$ cat src/rtl/cdiv_pkg.sv
package cdiv_pkg;
  localparam int CNT_W  = 4;
  localparam int NSTAGE = 2;
  localparam int WORD_W = 3 * CNT_W + 2;
  localparam int ADDR_W = $clog2(NSTAGE + 1);

  // bypass[13] start[12] phase[11:8] low[7:4] high[3:0]
  typedef struct packed {
    logic             bypass;
    logic             start;
    logic [CNT_W-1:0] phase;
    logic [CNT_W-1:0] low;
    logic [CNT_W-1:0] high;
  } stage_cfg_t;

  typedef struct packed {
    logic force_hi;
    logic nosync;
  } ctl_t;

  // length field of the segment at level lvl (segment lasts field+1 ticks)
  function automatic logic [CNT_W-1:0] seg_field(input logic [CNT_W-1:0] hi,
                                                 input logic [CNT_W-1:0] lo,
                                                 input logic lvl);
    return lvl ? hi : lo;
  endfunction

  function automatic int unsigned stage_ratio(input stage_cfg_t c);
    return int'(c.high) + int'(c.low) + 2;
  endfunction
endpackage

$ cat src/rtl/cdiv_regs.sv
module cdiv_regs
  import cdiv_pkg::*;
(
  input  logic              clk,
  input  logic              rst,
  input  logic              wr_en,
  input  logic [ADDR_W-1:0] wr_addr,
  input  logic [WORD_W-1:0] wr_data,
  output stage_cfg_t        cfg_o [NSTAGE],
  output ctl_t              ctl_o
);
  for (genvar i = 0; i < NSTAGE; i++) begin : g_stage_reg
    always_ff @(posedge clk) begin
      if (rst)
        cfg_o[i] <= '0;
      else if (wr_en && wr_addr == ADDR_W'(i))
        cfg_o[i] <= stage_cfg_t'(wr_data);
    end
  end

  always_ff @(posedge clk) begin
    if (rst)
      ctl_o <= '0;
    else if (wr_en && wr_addr == ADDR_W'(NSTAGE))
      ctl_o <= ctl_t'(wr_data[1:0]);
  end
endmodule

$ cat src/rtl/cdiv_stage.sv
module cdiv_stage
  import cdiv_pkg::*;
(
  input  logic             clk,
  input  logic             rst,
  input  logic             hold,
  input  logic             in_tick,
  input  stage_cfg_t       cfg,
  output logic             lvl_o,
  output logic             rise_o,
  output logic             wrap_o,
  output logic             wait_o,
  output logic [CNT_W-1:0] cnt_o,
  output logic [CNT_W-1:0] hi_o,
  output logic [CNT_W-1:0] lo_o
);
  logic             lvl_q, wait_q;
  logic [CNT_W-1:0] cnt_q, ph_q, hi_q, lo_q;

  logic run, toggle, next_lvl;
  assign run      = in_tick && !cfg.bypass && !hold;
  assign toggle   = run && !wait_q && (cnt_q == '0);
  assign next_lvl = !lvl_q;

  // back at the start level: one full period is complete
  assign wrap_o = toggle && (next_lvl == cfg.start);
  assign rise_o = cfg.bypass ? in_tick : (toggle && !lvl_q);

  always_ff @(posedge clk) begin
    if (rst || hold) begin
      lvl_q  <= cfg.start;
      wait_q <= (cfg.phase != '0);
      ph_q   <= cfg.phase;
      cnt_q  <= seg_field(cfg.high, cfg.low, cfg.start);
      hi_q   <= cfg.high;
      lo_q   <= cfg.low;
    end else if (run) begin
      if (wait_q) begin
        ph_q <= ph_q - 1'b1;
        if (ph_q == CNT_W'(1)) wait_q <= 1'b0;
      end else if (cnt_q == '0) begin
        lvl_q <= next_lvl;
        if (wrap_o) begin
          hi_q  <= cfg.high;
          lo_q  <= cfg.low;
          cnt_q <= seg_field(cfg.high, cfg.low, next_lvl);
        end else begin
          cnt_q <= seg_field(hi_q, lo_q, next_lvl);
        end
      end else begin
        cnt_q <= cnt_q - 1'b1;
      end
    end
  end

  assign lvl_o  = lvl_q;
  assign wait_o = wait_q;
  assign cnt_o  = cnt_q;
  assign hi_o   = hi_q;
  assign lo_o   = lo_q;
endmodule

$ cat src/rtl/cdiv_pair.sv
module cdiv_pair
  import cdiv_pkg::*;
(
  input  logic              clk,
  input  logic              rst,
  input  logic              sync_req,
  input  logic              wr_en,
  input  logic [ADDR_W-1:0] wr_addr,
  input  logic [WORD_W-1:0] wr_data,
  output logic              div_out
);
  stage_cfg_t       cfg [NSTAGE];
  ctl_t             ctl;
  logic             hold;
  logic             lvl0, lvl1, rise0, rise1, wrap0, wrap1, wait0, wait1;
  logic [CNT_W-1:0] cnt0, cnt1, hi0, hi1, lo0, lo1;
  logic             pass_a, pass_b;

  cdiv_regs u_regs (
    .clk(clk), .rst(rst), .wr_en(wr_en), .wr_addr(wr_addr),
    .wr_data(wr_data), .cfg_o(cfg), .ctl_o(ctl)
  );

  assign hold = sync_req && !ctl.nosync;

  // stage A ticks every input cycle
  cdiv_stage u_st_a (
    .clk(clk), .rst(rst), .hold(hold), .in_tick(1'b1), .cfg(cfg[0]),
    .lvl_o(lvl0), .rise_o(rise0), .wrap_o(wrap0), .wait_o(wait0),
    .cnt_o(cnt0), .hi_o(hi0), .lo_o(lo0)
  );

  // stage B ticks on stage A rising edges
  cdiv_stage u_st_b (
    .clk(clk), .rst(rst), .hold(hold), .in_tick(rise0), .cfg(cfg[1]),
    .lvl_o(lvl1), .rise_o(rise1), .wrap_o(wrap1), .wait_o(wait1),
    .cnt_o(cnt1), .hi_o(hi1), .lo_o(lo1)
  );

  always_comb begin
    pass_a  = cfg[0].bypass ? clk : lvl0;
    pass_b  = cfg[1].bypass ? pass_a : lvl1;
    div_out = (ctl.nosync && ctl.force_hi) ? 1'b1 : pass_b;
  end
endmodule

$ cat config.mk
export PLATFORM = sky130hd
export DESIGN_NAME = cdiv_pair
export DESIGN_NICKNAME = d
export VERILOG_FILES = /design/src/rtl/cdiv_pkg.sv /design/src/rtl/cdiv_regs.sv /design/src/rtl/cdiv_stage.sv /design/src/rtl/cdiv_pair.sv
export SDC_FILE = /design/constraint.sdc
export NUM_CORES = 1
export LEC_CHECK = 0
export ABC_AREA = 1
export CAP_MARGIN = 20
export CELL_PAD_IN_SITES_DETAIL_PLACEMENT = 0
export CELL_PAD_IN_SITES_GLOBAL_PLACEMENT = 2
export CORE_MARGIN = 4
export CORE_UTILIZATION = 37
export CTS_CLUSTER_DIAMETER = 30
export DETAILED_ROUTE_END_ITERATION = 10
export HOLD_SLACK_MARGIN = 0.1
export PLACE_DENSITY_LB_ADDON = 0.1
export SLEW_MARGIN = 10
export SYNTH_ARGS = -nofsm -noshare
export SYNTH_HDL_FRONTEND = slang
export SYNTH_SLANG_ARGS = --single-unit
$ cat constraint.sdc
create_clock -name clk -period 2.6 [get_ports clk]
set_clock_uncertainty 0.1 [all_clocks]
set_input_delay 0.26 -clock clk [delete_from_list [all_inputs] [get_ports clk]]
set_output_delay 0.26 -clock clk [all_outputs]
set_load 0.03 [all_outputs]
# [Yosys cells after proc, flatten, opt, wreduce, memory -nomap -nowiden]
# Cells that the tools add are included.
[word_totals] out_inout_bits=1 ff_bits=66 in_bits=20 word_cells=143
[op_classes] n_reduce_logical=45 muxes=62 n_addsub=4 eq_ne=8
[ops] cell="2-to-1 mux 4 bit" count=42
[ops] cell="2-to-1 mux 1 bit" count=20
[ops] cell="nonzero test 2 bit" count=8
[ops] cell="subtractor 4 x 1 -> 4 bit (second input constant)" count=4
[ops] cell="logical AND 1 bit" count=15
[ops] cell="== test 4 x 1 -> 1 bit (second input constant)" count=2
[ops] cell="zero test 1 bit" count=8
[ops] cell="zero test 4 bit" count=2
[ops] cell="AND reduction 2 bit" count=4
[ops] cell="AND reduction 4 bit" count=2
[ops] cell="nonzero test 4 bit" count=2
[ops] cell="AND reduction 3 bit" count=2
[ops] cell="inequality test 2 bit (second input constant)" count=2
[ops] cell="== test 1 bit" count=2
[ops] cell="== test 2 x 1 -> 1 bit (second input constant)" count=1
[ops] cell="== test 2 bit (second input constant)" count=1
[ops] cell="zero test 2 bit" count=1
[ops] cell="logical OR 1 bit" count=1

# [Depth between registers and ports, before layout]
[depth] depth_word=18 depth_mapped=10 mapped_depth_nobuf=10

# [Hierarchy]
# A second synthesis with hierarchy kept.
[unflattened] cells_unflattened=462 hier_area_um2=3643.5
[by_module_without_submodules] module="cdiv_regs" cells_each=196 instances=1 seq_area_each_um2=600.6 area_each_um2=1355.0
[by_module_without_submodules] module="cdiv_stage (u_st_a)" cells_each=124 instances=1 seq_area_each_um2=540.5 area_each_um2=1128.6
[by_module_without_submodules] module="cdiv_stage (u_st_b)" cells_each=127 instances=1 seq_area_each_um2=540.5 area_each_um2=1102.3
[by_module_without_submodules] module="cdiv_pair" cells_each=15 instances=1 seq_area_each_um2=0.0 area_each_um2=57.6

==> metrics.csv <==
metric;value;unit
tightest_slew;0.625;ns
drv_cap;0;
required;2.24;ns
status;completed;
hold_viol;0;
yosysUniqueCellTypes;41;
num_io_pins;21;
drv_slew;0;
pwr-share-clk;36.3;%
switching_power;774;uW
ys.flop_type;edfxtp_1;
routabilityCongestion;0.784;
insertedDiodeCount;0;
antenna_found_initial;0;
grt_pass1_vias;2488;
fin_util;43.7;%
postRouteAntennaNets;0;
grt_max_degree;31;
relSlewSlack;57.9;%
wire_per_inst;14.5;um
ys_warn_count;0;
cp_max_fo;2;
vias;2521;
first_iter_violations;63;
arrival;2.11;ns
synth_area_per_cell;8.86;sq um
clkTransAtPathRegs;0.07;ns
start_kind;clock port;
via_per_inst;4.95;
port_buffers;20;
power_density;712;nW/um^2
leakagePower;1.49;nW
route.detailed.drc;0;
crit_path_end_kind;output port;
nets;423;
cellInternalPower;1.94;mW
die_w;102;um
swShare;28.5;%
die_area;10500;sq um
whs;0.319;ns
ir_drop;0.000282;V
synth-seq-area-share;50.9;%
share_seq_of_total_power;47.2;%
synth_area;3300;sq um
cts_tree;yes;
die_h;102;um
core;8720;sq um
finalWirelength;7390;um
setup_tns;0;ns
clock_latency;0.45;ns
dr.pass1.iters;4;
ys_async_sr_fraction;0;%
p_comb_share;16.5;%
std_cell_rows;34;
power;2.72;mW
synth_edf_count;36;
grt_overflow;0;
path_class;clk -> out;
setup_viol;0;
area_growth;15.4;%
syn_inst;373;
hp-class;in -> reg;
grt_pass1_wl;12300;um
initial_core_util;37.9;%
drive_gt1_share;12.5;%
dpl.hpwl;5470;um
rsz0062_at_grt;false;
r2r_setup_slack;0.56;ns
ys_seq_elements;66;
grt_usage;15.8;%
syn-num-nets;400;
## power by group through the flow
stage          Sequential [mW]  Clock (mW)  Combinational [mW]
5_1_grt                   1.29        1.08               0.514
2_1_floorplan             1.28      0.0109               0.347
3_5_place_dp              1.31      0.0162               0.452
4_1_cts                   1.28        1.01               0.457
6_report                  1.28       0.985               0.449
3_3_place_gp              1.30      0.0162               0.453
## kinds of logic after synthesis
family,share of synthesized area (%)
AND/OR/NAND/NOR,20.0
AO/OA/AOI/OAI,16.0
flip-flops,50.9
buffers and inverters,7.42
XOR/XNOR,1.86
adder cells (fa/ha/maj),2.65
multiplexers,1.21
## sequential cells by signal, summed over array words and instances (netlist names), 2 cells and up
| signal | cells |
|---|---|
| u_st_a.ph_q | 4 |
| u_st_a.hi_o | 4 |
| u_st_a.cnt_o | 4 |
| u_st_b.lo_o | 4 |
| u_regs.cfg_o | 28 |
| u_st_b.ph_q | 4 |
| u_st_b.hi_o | 4 |
| u_st_a.lo_o | 4 |
| u_st_b.cnt_o | 4 |
| u_regs.ctl_o | 2 |
## critical path, cell delays in order
cell       delay, ns
clkbuf_8        0.11
clkbuf_8        0.12
a21oi_1         0.13
a2bb2oi_1       0.16
o21ai_1         0.10
clkbuf_4        0.19
## per-layer routing
| metal | part of all wire (%) | GRT usage, % | up-vias |
|---|---|---|---|
| met1 | 49 | 21.2 | 1164 |
| met2 | 44 | 22.6 | 46 |
| met5 | 0 | 0 | - |
| met4 | 1.0 | 5.45 | 0 |
| met3 | 5.6 | 6.69 | 8 |
| li1 | - | - | 1303 |
## area by class of cell
cell class	instances	area, sq um
flip-flops and latches	66	1680
well taps	108	135
repair buffers	23	220
fillers	925	4910
inverters	42	158
clock inverters	7	68.8
multi-input cells	250	1380
clock buffers	13	173
## stage by stage
stage               std cells  instance area, sq um  setup slack [ns]
finish                    509                  3810             0.131
global route              509                  3810            0.0188
CTS                       509                  3810            0.0531
detailed placement        490                  3580            0.0166
global placement          490                  3580            0.0172
floorplan                 373                  3300             0.344
## placed cells by master, fill, tap and decap left out, drive strengths merged
master / count
a211oi: 17
a21oi: 28
a2bb2oi: 1
buf: 4
bufinv: 1
clkbuf: 13
clkdlybuf4s50: 19
clkinv: 4
clkinvlp: 1
dfxtp: 30
edfxtp: 36
ha: 7
inv: 43
mux2i: 4
nand2: 89
nand3: 11
nand4: 1
nor2: 36
nor3: 4
nor3b: 1
nor4: 1
o2111ai: 1
o211ai: 1
o21ai: 31
o21bai: 3
o22ai: 4
o41ai: 1
or2: 2
xnor2: 2
xor2: 5
## final timing paths
check	end	depth (start not counted)	startpoint
setup / recovery	div_out	6	clk
hold / removal	u_regs.cfg_o[9]$_SDFFE_PP0P_	3	wr_data[9]
setup reg to reg	u_st_b.ph_q[2]$_DFFE_PP_	6	u_st_a.cnt_o[0]$_DFFE_PP_
hold reg to reg	u_st_b.lo_o[0]$_DFFE_PP_	0	u_regs.cfg_o[4]$_SDFFE_PP0P_
## what timing repair did
| action | CTS | global route |
|---|---|---|
| endpoints found under the setup margin | 2 | 1 |
| buffers inserted | 0 | 0 |
| gates resized for setup | 6 | 2 |
| hold buffers | 0 | 0 |
## cell usage after synthesis (4+ instances only)
master / n / area [sq um]
clkbuf_1: 4 / 15.0
inv_2: 7 / 26.3
nand3_1: 8 / 40.0
xor2_1: 5 / 43.8
nand2_1: 85 / 319
ha_1: 7 / 87.6
o22ai_1: 4 / 25.0
o21ai_0: 27 / 135
dfxtp_1: 30 / 601
nand2_2: 4 / 25.0
mux2i_1: 4 / 40.0
inv_1: 35 / 131
a21oi_1: 27 / 135
nor2_1: 30 / 113
a211oi_1: 16 / 120
edfxtp_1: 36 / 1080
buf_2: 7 / 35.0
(Power assumes the default switching activity.)
